### config.mk
export PLATFORM = sky130hd
export DESIGN_NAME = reset_cause_tracker
export DESIGN_NICKNAME = d
export VERILOG_FILES = /design/src/rtl/rct_pkg.sv /design/src/rtl/rct_prio.sv /design/src/rtl/rct_resolve.sv /design/src/rtl/reset_cause_tracker.sv
export SDC_FILE = /design/constraint.sdc
export NUM_CORES = 1
export LEC_CHECK = 0
export BUFFER_PORTS_ARGS = -buffer_cell sky130_fd_sc_hd__buf_4
export CAP_MARGIN = 0
export CORE_ASPECT_RATIO = 1.4
export CORE_UTILIZATION = 55
export DETAILED_ROUTE_END_ITERATION = 10
export HOLD_SLACK_MARGIN = 0.12
export PLACE_DENSITY_LB_ADDON = 0.3
export SYNTH_ARGS = -nofsm -noshare
export SYNTH_HDL_FRONTEND = slang
export SYNTH_HIERARCHICAL = 1
export SYNTH_SLANG_ARGS = --single-unit
### constraint.sdc
create_clock -name clk -period 9.35 [get_ports clk]
set_clock_uncertainty 0.15 [all_clocks]
set_input_delay 1.87 -clock clk [delete_from_list [all_inputs] [get_ports clk]]
set_output_delay 1.87 -clock clk [all_outputs]
set_load 0.005 [all_outputs]
### src/rtl/rct_pkg.sv
package rct_pkg;

    localparam int NUM_EV = 9;
    localparam int IDX_W  = $clog2(NUM_EV);

    typedef enum logic [1:0] {
        PM_FULL   = 2'd0,
        PM_LOWRUN = 2'd1,
        PM_IDLE   = 2'd2,
        PM_SLEEP  = 2'd3
    } pmode_e;

    // Index order equals priority order (0 = highest)
    typedef enum logic [IDX_W-1:0] {
        EV_POR   = 4'd0,
        EV_BOR   = 4'd1,
        EV_MCLR  = 4'd2,
        EV_WDT   = 4'd3,
        EV_RSTI  = 4'd4,
        EV_SFULL = 4'd5,
        EV_SUNF  = 4'd6,
        EV_IRQ   = 4'd7,
        EV_SLEEP = 4'd8
    } cause_e;

    typedef struct packed {
        logic sw_bor_en;
        logic stk_full;
        logic stk_under;
        logic n_rinst;
        logic n_tmo;
        logic n_pdown;
        logic n_pwron;
        logic n_brown;
    } status_t;

    typedef enum logic [1:0] {
        ST_OFF    = 2'd0,
        ST_IDLE   = 2'd1,
        ST_STROBE = 2'd2
    } fsm_e;

endpackage

### src/rtl/rct_prio.sv
module rct_prio #(
    parameter int N     = 9,
    parameter int IDX_W = $clog2(N)
) (
    input  logic [N-1:0]     req,
    output logic [IDX_W-1:0] idx,
    output logic             any
);
    always_comb begin
        idx = '0;
        any = 1'b0;
        for (int i = N - 1; i >= 0; i--) begin
            if (req[i]) begin
                idx = IDX_W'(i);
                any = 1'b1;
            end
        end
    end
endmodule

### src/rtl/rct_resolve.sv
module rct_resolve
    import rct_pkg::*;
#(
    parameter int          PC_W      = 21,
    parameter int          PC_STEP   = 2,
    parameter int          RST_VEC   = 0,
    parameter int          HI_VEC    = 8,
    parameter int          LO_VEC    = 24,
    parameter logic [1:0]  SWBOR_CFG = 2'b01
) (
    input  cause_e          cause,
    input  logic            any,
    input  logic            halted,
    input  logic            stk_rst_en,
    input  logic [1:0]      bor_cfg,
    input  logic            gie_hi,
    input  logic            gie_lo,
    input  logic [PC_W-1:0] cur_pc,
    input  status_t         cur,
    output status_t         nxt,
    output logic            restart,
    output logic [PC_W-1:0] rpc
);
    localparam logic [PC_W-1:0] RST_PC = PC_W'(RST_VEC);
    localparam logic [PC_W-1:0] HI_PC  = PC_W'(HI_VEC);
    localparam logic [PC_W-1:0] LO_PC  = PC_W'(LO_VEC);

    logic            sw_cfg;
    logic            keep_sb;
    logic [PC_W-1:0] wake_pc;

    assign sw_cfg  = (bor_cfg == SWBOR_CFG);
    assign keep_sb = sw_cfg ? cur.sw_bor_en : 1'b0;
    assign wake_pc = cur_pc + PC_W'(PC_STEP);

    always_comb begin
        nxt     = cur;
        restart = 1'b0;
        rpc     = RST_PC;
        if (any) begin
            unique case (cause)
                EV_POR: begin
                    nxt.sw_bor_en = sw_cfg;
                    nxt.stk_full  = 1'b0;
                    nxt.stk_under = 1'b0;
                    nxt.n_rinst   = 1'b1;
                    nxt.n_tmo     = 1'b1;
                    nxt.n_pdown   = 1'b1;
                    nxt.n_pwron   = 1'b0;
                    nxt.n_brown   = 1'b0;
                    restart       = 1'b1;
                end
                EV_BOR: begin
                    nxt.sw_bor_en = keep_sb;
                    nxt.n_rinst   = 1'b1;
                    nxt.n_tmo     = 1'b1;
                    nxt.n_pdown   = 1'b1;
                    nxt.n_brown   = 1'b0;
                    restart       = 1'b1;
                end
                EV_MCLR: begin
                    nxt.sw_bor_en = keep_sb;
                    if (halted) begin
                        nxt.n_tmo   = 1'b1;
                        nxt.n_pdown = 1'b0;
                    end
                    restart = 1'b1;
                end
                EV_WDT: begin
                    nxt.n_tmo = 1'b0;
                    restart   = 1'b1;
                    if (halted) begin
                        nxt.n_pdown = 1'b0;
                        rpc         = wake_pc;
                    end else begin
                        nxt.sw_bor_en = keep_sb;
                    end
                end
                EV_RSTI: begin
                    nxt.sw_bor_en = keep_sb;
                    nxt.n_rinst   = 1'b0;
                    restart       = 1'b1;
                end
                EV_SFULL, EV_SUNF: begin
                    if (cause == EV_SFULL) nxt.stk_full  = 1'b1;
                    else                   nxt.stk_under = 1'b1;
                    if (stk_rst_en) begin
                        nxt.sw_bor_en = keep_sb;
                        restart       = 1'b1;
                    end
                end
                EV_IRQ: begin
                    nxt.n_pdown = 1'b0;
                    restart     = 1'b1;
                    rpc         = gie_hi ? HI_PC : (gie_lo ? LO_PC : wake_pc);
                end
                EV_SLEEP: begin
                    nxt.n_pdown = 1'b0;
                end
                default: begin
                end
            endcase
        end
    end
endmodule

### src/rtl/reset_cause_tracker.sv
module reset_cause_tracker
    import rct_pkg::*;
#(
    parameter int PC_W    = 21,
    parameter int PC_STEP = 2,
    parameter int HI_VEC  = 8,
    parameter int LO_VEC  = 24
) (
    input  logic            clk,
    input  logic            rst_n,
    input  logic            ev_por,
    input  logic            ev_bor,
    input  logic            ev_mclr,
    input  logic            ev_wdt,
    input  logic            ev_rsti,
    input  logic            ev_stk_full,
    input  logic            ev_stk_unf,
    input  logic            ev_irq_wake,
    input  logic            ev_sleep,
    input  logic [1:0]      pmode,
    input  logic            stk_rst_en,
    input  logic [1:0]      bor_cfg,
    input  logic            gie_hi,
    input  logic            gie_lo,
    input  logic [PC_W-1:0] cur_pc,
    input  logic            reg_we,
    input  logic [7:0]      reg_wdata,
    output logic [7:0]      reg_rdata,
    output logic            restart_vld,
    output logic [PC_W-1:0] restart_pc
);
    fsm_e            state_q, state_d;
    status_t         flags_q, flags_d;
    logic [PC_W-1:0] pc_q, rpc;
    logic [NUM_EV-1:0] raw_req, req;
    logic [IDX_W-1:0]  win_idx;
    logic            any, restart, halted, powered;
    pmode_e          mode;

    assign mode    = pmode_e'(pmode);
    assign halted  = (mode == PM_IDLE) || (mode == PM_SLEEP);
    assign powered = (state_q != ST_OFF);

    assign raw_req = {ev_sleep, ev_irq_wake & halted, ev_stk_unf, ev_stk_full,
                      ev_rsti, ev_wdt, ev_mclr, ev_bor, ev_por};
    assign req     = powered ? raw_req : {{(NUM_EV-1){1'b0}}, ev_por};

    rct_prio #(.N(NUM_EV), .IDX_W(IDX_W)) u_prio (
        .req (req),
        .idx (win_idx),
        .any (any)
    );

    rct_resolve #(
        .PC_W    (PC_W),
        .PC_STEP (PC_STEP),
        .HI_VEC  (HI_VEC),
        .LO_VEC  (LO_VEC)
    ) u_resolve (
        .cause      (cause_e'(win_idx)),
        .any        (any),
        .halted     (halted),
        .stk_rst_en (stk_rst_en),
        .bor_cfg    (bor_cfg),
        .gie_hi     (gie_hi),
        .gie_lo     (gie_lo),
        .cur_pc     (cur_pc),
        .cur        (flags_q),
        .nxt        (flags_d),
        .restart    (restart),
        .rpc        (rpc)
    );

    // Next-state logic
    always_comb begin
        state_d = state_q;
        unique case (state_q)
            ST_OFF:             state_d = ev_por  ? ST_STROBE : ST_OFF;
            ST_IDLE, ST_STROBE: state_d = restart ? ST_STROBE : ST_IDLE;
            default:            state_d = ST_OFF;
        endcase
    end

    // State register and datapath registers
    always_ff @(posedge clk or negedge rst_n) begin
        if (!rst_n) begin
            state_q <= ST_OFF;
            flags_q <= '0;
            pc_q    <= '0;
        end else begin
            state_q <= state_d;
            if (any)
                flags_q <= flags_d;
            else if (reg_we && powered)
                flags_q <= status_t'(reg_wdata);
            if (restart)
                pc_q <= rpc;
        end
    end

    // Outputs
    always_comb begin
        reg_rdata   = flags_q;
        restart_vld = (state_q == ST_STROBE);
        restart_pc  = pc_q;
    end
endmodule

### Yosys cells after proc, flatten, opt, wreduce, memory -nomap -nowiden

Cells that the tools add are included.

* bitwise logic cells: 1
* $add $sub $neg: 1
* order comparisons: 0
* multipliers: 0
* eq/ne operators: 26
* mux-type cells: 46
* divide/modulo/power cells: 0
* shift-type cells: 0
* reduce and logical (&&, ||, !) cells: 20

Operators by type and width (count)
* $mux 21: 4
* $pmux 21 s2: 1
* $mux 4: 9
* $add 21x2->21 const B: 1
* $mux 1: 19
* $eq 4x3->1 const B: 4
* $mux 8: 2
* $ne 3x3->1 const B: 5
* $mux 9: 1
* $reduce_and 3->1: 3
* $eq 4x2->1 const B: 2
* $pmux 1 s4: 2
* $pmux 2 s2: 2
* $reduce_and 4->1: 2
* $reduce_or 2->1: 4
* $eq 2x2->1 const B: 3
* $mux 2: 3
* $ne 3x2->1 const B: 2
* $reduce_and 2->1: 3
* $reduce_or 6->1: 1
* $ne 5x2->1 const B: 1
* $ne 5x3->1 const B: 1
* $eq 2x1->1 const B: 2
* $eq 4x1->1 const B: 1
* other kinds (14): 16

* word-level logic and storage cells: 104
* latch bits: 0
* output and inout bits: 30
* flip-flop bits (word level): 31
* memories: 0
* bits in read-only memories: 0
* RAM bits: 0

### Longest topological paths before layout

Gate-level depths: netlist of the first run.

* word-level depth: 19
* gate-level depth with buffers: 14
* mapped depth without buffers: 12

### By module

Netlist of the first run, hierarchy kept.

Modules (own cells, without submodules)
* reset_cause_tracker: sequential area each 775.7 sq um, area each 1472.7 sq um, cells an instance 108, times used 1
* rct_resolve: sequential area each 0.0 sq um, area each 726.9 sq um, cells an instance 129, times used 1
* rct_prio: sequential area each 0.0 sq um, area each 98.8 sq um, cells an instance 15, times used 1

### Least setup slack after synthesis of the first run

No wires, ideal clock.

* path kind: input port to flip-flop
* start: input port ev_irq_wake
* end: register pc_q[10], in the netlist restart_pc[10]
* slack: 5282 ps
* library setup time: 125 ps
* data arrival time: 3793 ps
* path buffers: 2
* stages on the path: 10
* required time: 9075 ps
* cells stage by stage: nand2_1 nor2_1 a21oi_1 o41ai_1 clkbuf_1 xor2_1 nand3b_1 nor2b_1 buf_4 mux2_2

* cells in the longest elaborated chain, start to end: 14
* elaborated cells between the ends (all ways): 32
* classes of those cells: eq/ne: 7; mux: 21; bitwise: 1; reduce/logical: 3

Ends and longest elaborated chain
* start: declaration: RTL line reset_cause_tracker.sv:18 `input logic ev_irq_wake,`
* $and 1x1->1 *: RTL line reset_cause_tracker.sv:44 `assign raw_req = {ev_sleep, ev_irq_wake & halted, ev_stk_unf, ev_stk_full,`
* $mux 9 *: RTL line reset_cause_tracker.sv:46 `assign req = powered ? raw_req : {{(NUM_EV-1){1'b0}}, ev_por};`
* via req[7]: RTL line reset_cause_tracker.sv:35 `logic [NUM_EV-1:0] raw_req, req;`
* $mux 4 * (8 in series): RTL line rct_prio.sv:13 `if (req[i]) begin`
* via win_idx[0]: RTL line reset_cause_tracker.sv:36 `logic [IDX_W-1:0] win_idx;`
* $eq 4x3->1, or another cell as far along: RTL line rct_resolve.sv:41 `unique case (cause)`
* $reduce_or 6->1 (no source line) or $reduce_or 2->1 (tied branches)
* $pmux 1 s2 *: RTL line rct_resolve.sv:41
* $mux 1 *: RTL line rct_resolve.sv:40 `if (any) begin`
* via restart: RTL line reset_cause_tracker.sv:37 `logic any, restart, halted, powered;`
* end signal: assignment: RTL line reset_cause_tracker.sv:97 `pc_q <= rpc;`
* end: declaration: RTL line reset_cause_tracker.sv:34 `logic [PC_W-1:0] pc_q, rpc;`

The timed path passes the listed nets; every way through them passes the cells marked *.
A chain may end at the register's enable or synchronous reset.

### Worst setup path after layout of the first run

* start: input port pmode[1]
* end: register pc_q[3], in the netlist restart_pc[3]

* elaborated cells between the ends (all ways): 36
* classes of those cells: eq/ne: 9; mux: 22; bitwise: 1; reduce/logical: 4

RTL lines
* start: declaration: RTL line reset_cause_tracker.sv:20 `input logic [1:0] pmode,`
* $eq 2x2->1: RTL line reset_cause_tracker.sv:41 `assign halted = (mode == PM_IDLE) || (mode == PM_SLEEP);`
* $logic_or 1x1->1 *: RTL line reset_cause_tracker.sv:41
* $and 1x1->1 *: RTL line reset_cause_tracker.sv:44
* $mux 9 *: RTL line reset_cause_tracker.sv:46
* via req[7]: RTL line reset_cause_tracker.sv:35
* $mux 1 * (8 in series): RTL line rct_prio.sv:13
* via any: RTL line reset_cause_tracker.sv:37
* $mux 1 *: RTL line rct_resolve.sv:40
* via restart: RTL line reset_cause_tracker.sv:37

Marks and branches as above.

==> results of run 1 <==
## cell usage after synthesis (all sizes together), types with 2 or more instances
master    n
inv      16
xor2      4
or3      11
or4       2
nor4b     2
nand3     8
clkbuf    6
nand4     2
a21o      2
nor2     21
o21ai    11
nand4b    2
xnor2     6
buf       7
nand4bb   8
ha        4
nor4      3
dfrtp    31
a21oi    21
mux2     21
o311ai    8
nor3      5
and2      3
nand2    21
nand2b    2
nor2b    11
nand3b    2
## worst max-delay path by stage
stage	from	to	slack [ns]	cells after the start
after floorplan	ev_irq_wake	restart_pc[10]$_DFFE_PN0P_	5.28	10
after global placement	pmode[1]	restart_pc[15]$_DFFE_PN0P_	4.23	8
after detailed placement	pmode[1]	restart_pc[14]$_DFFE_PN0P_	4.14	8
after CTS	pmode[1]	restart_pc[14]$_DFFE_PN0P_	4.42	8
after global routing	pmode[1]	restart_pc[0]$_DFFE_PN0P_	4.14	8
final	pmode[1]	restart_pc[3]$_DFFE_PN0P_	4.42	8
## layout by cell type (no fill, tap or decap), types with 2 or more instances in the layout
master,count
buf_4,78
dfrtp_1,31
nor2_1,21
nand2_1,21
a21oi_1,21
mux2_2,18
inv_1,16
o21ai_0,11
or3_1,11
nor2b_1,9
nand4bb_1,8
o311ai_2,8
clkbuf_8,6
nand3_1,6
xnor2_1,6
nor3_1,5
ha_1,4
xor2_1,4
mux2_1,3
and2_1,3
nor4_2,2
nand3b_1,2
nand2b_1,2
nor4b_1,2
a21o_1,2
nand3_2,2
or4_1,2
nand4b_1,2
nand4_1,2
## worst max-delay path: cells and delay by family
family / cells / cell delay [ns]
mux: 1 / 0.43
buf+inv: 1 / 0.12
simple gates: 6 / 2.52
## power groups by stage
| stage | logic (mW) | clock network (mW) | registers (mW) |
|---|---|---|---|
| CTS | 0.206 | 0.141 | 0.162 |
| global route | 0.228 | 0.146 | 0.164 |
| global placement | 0.199 | 0 | 0.163 |
| detailed placement | 0.205 | 0 | 0.164 |
| finish | 0.206 | 0.139 | 0.161 |
| floorplan | 0.139 | 0 | 0.163 |
## flip-flops by register name (all words and copies together) (netlist names)
register	flops
restart_pc	21
reg_rdata	8
state_q	2
## routing by layer
layer | part of all wire [%] | vias up
li1 | - | 1046
met2 | 54 | 70
met5 | 0 | -
met1 | 39 | 1001
met3 | 5.8 | 7
met4 | 1.5 | 0
## cells by family after synthesis
kind of cell / after synthesis / share of synthesized area [%]
and+or+nand+nor: 107 / 27.7
AOI/OAI and AO/OA: 50 / 16.1
DFF: 31 / 33.8
buffers and inverters: 29 / 6.15
muxes: 21 / 10.3
xor gates and xnor gates: 10 / 3.81
adders and majority gates: 4 / 2.18
## layout make-up
| type | instances | share of cell area, % |
|---|---|---|
| multi-input combinational | 192 | 46.5 |
| tap | 43 | 1.81 |
| sequential | 31 | 26.1 |
| clock inverter | 2 | 1.18 |
| clock buffer | 6 | 2.77 |
| timing repair buffer | 78 | 19.7 |
| inverter | 16 | 2.02 |
==> key figures, run 1 <==
Logic synthesis
  • Synth top area share: 33.8%
  • Synth Flop Type: dfrtp_1
  • Register area share after synthesis: 33.8%
  • #FFs+latches synth: 31
  • Post-Synthesis Cells: 252
  • Synth unique cells: 45
  • Async S/R FF share, synth: 100%
  • Synth top area cells: dfrtp_1, mux2_2, o311ai_2, a21oi_1, nand4bb_1
  • Syn Nets: 304
  • Post-synth EDFFs: 0
  • Synthesized cell area: 2300 µm²
  • Leading area contributor after synthesis: dfrtp_1
  • Syn Area/Cell: 9.12 µm²
  • YS warnings: 6

Timing
  • Final min period: 4.93 ns
  • Final setup viols: 0
  • Pins over their slew limit: 0
  • Final period util: 52.8%
  • Fmax: 203 MHz
  • RSZ-0062 raised after global routing: no
  • Worst rel slew slack: 25.3%
  • Fin Hold WS: 0.353 ns
  • Setup TNS: 0 ns
  • Final worst setup slack: 4.42 ns
  • Endpoints failing hold: 0
  • Worst-margin pin slew: 1.12 ns

Power
  • Combinational share of power: 40.7%
  • Power Dens Cells: 170 nW/µm²
  • LEAKAGE: 1.40 nW
  • Internal power: 0.332 mW
  • Sw Share: 34.5%
  • Maximum VDD drop: 0.160 mV
  • Psw: 0.175 mW
  • Final Total Pwr: 0.507 mW
  • Clock Power Share: 27.5%
  • Flop pwr share: 31.8%

Layout
  • Ant diodes: 0
  • Nets: 376
  • Layout filler cell count: 315
  • Sequential cell area: 776 µm²
  • Finished Layout Cells: 368
  • Area growth, synth to finish: 29.5%
  • Final Util: 75.3%
  • Multi-input logic area: 1380 µm²
  • Design Area, Final: 2980 µm²
  • Fraction of layout cells with a size suffix above 1: 36.6%

Detailed routing
  • Total routed wirelength: 5350 µm
  • Drt first-iter violations: 73
  • DR vias: 2124
  • Residual DRC: 0
  • Wire length per cell: 14.5 µm
  • Via/cell ratio: 5.77
  • Post-DRT Antenna Nets: 0
  • First-pass iteration count of the detailed router: 4

Worst setup path
  • Crit. End Element: flop
  • CP required: 9.37 ns
  • Crit-path cells: buf_4, nand2_1, nor2_1, nor4_2, nand3b_1, nand2b_1, nor2b_2, mux2_2
  • Startpoint Class: input pin
  • Slowest CP cell: nor2b_2
  • RR Endpoint: restart_pc[3]$_DFFE_PN0P_
  • Peak per-stage delay on the critical path: 0.96 ns
  • Reg-to-reg startpoint: state_q[0]$_DFF_PN0_
  • Worst Path Arrival: 4.96 ns
  • Maximum fanout along the worst path: 27
  • Crit Path Category: input pin to flop
  • Reg2Reg Setup Slack: 5.21 ns
  • FF-to-FF path depth: 8

Worst hold path
  • Hold Crit Class: flop to flop
  • Hold endpoint: restart_pc[4]$_DFFE_PN0P_
  • Worst hold path stage count: 1
  • Worst Hold Launch: restart_pc[4]$_DFFE_PN0P_

Placed design
  • Placed standard-cell area: 2860 µm²
  • Dpl ws: 4.14 ns
  • Routability congestion estimate: 0.875
  • Placed insts: 360
  • Port bufs: 76
  • Post-DP HPWL: 3910 µm

Global route
  • Pin count of the biggest net entering global routing: 32
  • GR Layer Usage met1: 27.5%
  • Overall Global Routing Usage: 26.3%
  • Gr busiest metal: met2
  • Congestion Overflow GR: 0
  • First-pass GRT wire length: 9170 µm
  • Vias in the first global route: 2144
  • Met3 GRT Util: 5.27%
  • Initial antenna violation count: 0
  • M2 GR Usage: 49.4%

Clocking
  • Clk buf depth: 2
  • Worst-Skew Late Latency: 0.28 ns
  • Clock H-tree levels: 2
  • CTS tree: yes
  • Num CTS Buffers: 5
  • Clock Pin Slew Worst Setup and Hold Paths: 0.07 ns
  • CTS sink cnt: 31
  • Hold buffers post-CTS: 0
  • CTS root buffer: clkbuf_8
  • Post-CTS Resized: 0
  • Post-CTS Setup Bufs: 0

Floorplan
  • I/O pin count: 78
  • Die footprint: 4450 µm²
  • Chip Height: 78.5 µm
  • DIE WIDTH: 56.6 µm
  • Initial core utilization: 58.2%
  • Cell Rows: 27
  • Core Region: 3950 µm²

Outcome
  • Status: completed

Flow run
  • Max-capacitance violation count: 0
Power figures use the tool's default switching activity.
==> inputs of run 2 (changes only) <==
--- a/config.mk
+++ b/config.mk
@@ -8,7 +8,7 @@
 export BUFFER_PORTS_ARGS = -buffer_cell sky130_fd_sc_hd__buf_4
 export CAP_MARGIN = 0
 export CORE_ASPECT_RATIO = 1.4
-export CORE_UTILIZATION = 55
+export CORE_UTILIZATION = 51
 export DETAILED_ROUTE_END_ITERATION = 10
 export HOLD_SLACK_MARGIN = 0.12
 export PLACE_DENSITY_LB_ADDON = 0.3
==> constraint.sdc (replaced) <==
create_clock -name clk -period 4.68 [get_ports clk]
set_clock_uncertainty 0.15 [all_clocks]
set_input_delay 0.936 -clock clk [delete_from_list [all_inputs] [get_ports clk]]
set_output_delay 0.936 -clock clk [all_outputs]
set_load 0.005 [all_outputs]
==> run 2 against run 1 <==
Effect of this change: via count is 1.5% higher; die area is 7.6% higher; sequential power is 100% higher; final cell count is 5.4% higher; count of clock-buffer cells in the layout stayed put; worst hold slack worse by 0.0065 ns; sequential share of layout area is 0.38 points lower; combinational power is 100% higher; global-route usage is 1.9 points lower.
==> key figures, run 2 (same netlist as run 1, synthesis figures left out) <==
Outcome
  • Status: completed

Detailed routing
  • Via/cell ratio: 5.56 (-3.7%)
  • First-pass iteration count of the detailed router: 4 (unchanged)
  • Total routed wirelength: 5410 µm (+1.0%)
  • Wire length per cell: 13.9 µm (-4.2%)
  • Residual DRC: 0 (unchanged)
  • Drt first-iter violations: 65 (-11%)
  • Post-DRT Antenna Nets: 0 (unchanged)
  • DR vias: 2156 (+1.5%)

Clocking
  • Hold buffers post-CTS: 0 (unchanged)
  • Clock Pin Slew Worst Setup and Hold Paths: 0.07 ns (about the same)
  • Clock H-tree levels: 2 (unchanged)
  • CTS root buffer: clkbuf_8
  • Worst-Skew Late Latency: 0.28 ns (about the same)
  • Num CTS Buffers: 5 (unchanged)
  • CTS sink cnt: 31 (unchanged)
  • Clk buf depth: 2 (unchanged)
  • Post-CTS Setup Bufs: 0 (unchanged)
  • CTS tree: yes
  • Post-CTS Resized: 0 (unchanged)

Timing
  • Endpoints failing hold: 0 (unchanged)
  • Final period util: 71.1%
  • Worst-margin pin slew: 0.623 ns (-0.493 ns)
  • RSZ-0062 raised after global routing: no
  • Setup TNS: 0 ns (unchanged)
  • Worst rel slew slack: 58.5% (+33 points)
  • Fmax: 301 MHz
  • Final setup viols: 0 (unchanged)
  • Pins over their slew limit: 0 (unchanged)
  • Final min period: 3.33 ns

Floorplan
  • Initial core utilization: 53.8% (-4.4 points)
  • Core Region: 4270 µm² (+8.1%)
  • Cell Rows: 28 (+3.7%)
  • DIE WIDTH: 58.7 µm (+3.7%)
  • Chip Height: 81.4 µm (+3.7%)
  • I/O pin count: 78 (unchanged)
  • Die footprint: 4780 µm² (+7.6%)

Global route
  • Initial antenna violation count: 0 (unchanged)
  • Overall Global Routing Usage: 24.4% (-1.9 points)
  • Congestion Overflow GR: 0 (unchanged)
  • Vias in the first global route: 2046 (-4.6%)
  • Pin count of the biggest net entering global routing: 32 (unchanged)
  • First-pass GRT wire length: 8940 µm (-2.6%)

Worst setup path
  • Peak per-stage delay on the critical path: 0.56 ns (-0.40 ns)
  • CP top delay family: simple AND/OR/NAND/NOR gates
  • Crit-path cells: inv_1, ha_1, nor2b_1, nor4_2, nor2b_1, buf_4, nand3_1, nor4b_1, nor2_1, a2111oi_0, mux2_1
  • Critical path buffers and inverters: 2 (+1)
  • CP most frequent cell: nor2b_1
  • Crit Path Category: flop to flop
  • Slowest CP cell: ha_1
  • CP required: 4.75 ns (-4.62 ns)
  • Startpoint Class: flop
  • Crit. End Element: flop
  • Worst Path Arrival: 3.40 ns (-1.56 ns)
  • Maximum fanout along the worst path: 18 (-33%)

Placed design
  • Post-DP HPWL: 4010 µm (+2.5%)
  • Port bufs: 76 (unchanged)
  • Routability congestion estimate: 0.867 (-0.97%)

Layout
  • Most common cell after layout, fill and taps aside: buf_4
  • Fraction of layout cells with a size suffix above 1: 37.2% (+0.58 points)
  • Area growth, synth to finish: 31.4%
  • Flip-flop count of the largest register after layout: 21 (unchanged)
  • Layout filler cell count: 388 (+23%)
  • Ant diodes: 0 (unchanged)
  • Nets: 379 (+0.80%)
  • Most frequent cells in the layout: buf_4, dfrtp_1, nor2_1, nand2_1, a21oi_1
  • Final Util: 70.7% (-4.6 points)

Power
  • LEAKAGE: 1.42 nW (+0.98%)
  • Maximum VDD drop: 0.232 mV (+45%)
  • Power Dens Cells: 336 nW/µm² (+97%)

Worst hold path
  • Hold Crit Class: flop to flop

Flow run
  • Max-capacitance violation count: 0 (unchanged)
-- run 2: final cells by class --
cell class | instances | area [µm²] | area share [%]
Clock buffer | 6 | 82.6 | 2.73
Sequential cell | 31 | 776 | 25.7
Clock inverter | 2 | 35.0 | 1.16
Inverter | 16 | 60.1 | 1.99
Timing Repair Buffer | 81 | 608 | 20.1
Tap cell | 60 | 75.1 | 2.49
Multi-Input combinational cell | 192 | 1380 | 45.8
-- run 2: per-layer routing --
| layer | up-vias | global-route usage, % | wire length (µm) |
|---|---|---|---|
| li1 | 1056 | - | - |
| met1 | 1027 | 27.0 | 2210 |
| met2 | 65 | 44.8 | 2850 |
| met3 | 8 | 5.20 | 260 |
| met4 | 0 | 9.52 | 91 |
| met5 | - | 0 | 0 |
-- run 2: through the flow --
step | hold WS, ns | total power, mW | area, µm² | setup slack [ns] | cells
floorplan | 0.333 | 0.603 | 2300 | 1.55 | 252
global placement | 0.325 | 0.729 | 2900 | 1.42 | 380
detailed placement | 0.334 | 0.739 | 2900 | 1.38 | 380
CTS | 0.350 | 1.02 | 3020 | 1.34 | 388
global route | 0.376 | 1.08 | 3020 | 1.00 | 388
finish | 0.346 | 1.01 | 3020 | 1.35 | 388
-- run 2: where the power goes --
group          internal (mW)  leakage, nW  switching (mW)
Combinational          0.197        0.941           0.219
Clock                  0.172       0.0612           0.104
Sequential             0.299        0.416          0.0239
-- run 2: path summary, 6_finish.rpt --
| kind | from | endpoint | slack, ns | cells after the start |
|---|---|---|---|---|
| max | state_q[0]$_DFF_PN0_ | restart_pc[4]$_DFFE_PN0P_ | 1.35 | 11 |
| max in group asynchronous | rst_n | restart_pc[8]$_DFFE_PN0P_ | 3.66 | 1 |
| min | restart_pc[4]$_DFFE_PN0P_ | restart_pc[4]$_DFFE_PN0P_ | 0.35 | 1 |
| max reg2reg | state_q[0]$_DFF_PN0_ | restart_pc[4]$_DFFE_PN0P_ | 1.35 | 11 |
| min in group asynchronous | rst_n | restart_pc[16]$_DFFE_PN0P_ | 0.42 | 1 |
| min reg2reg | restart_pc[4]$_DFFE_PN0P_ | restart_pc[4]$_DFFE_PN0P_ | 0.35 | 1 |
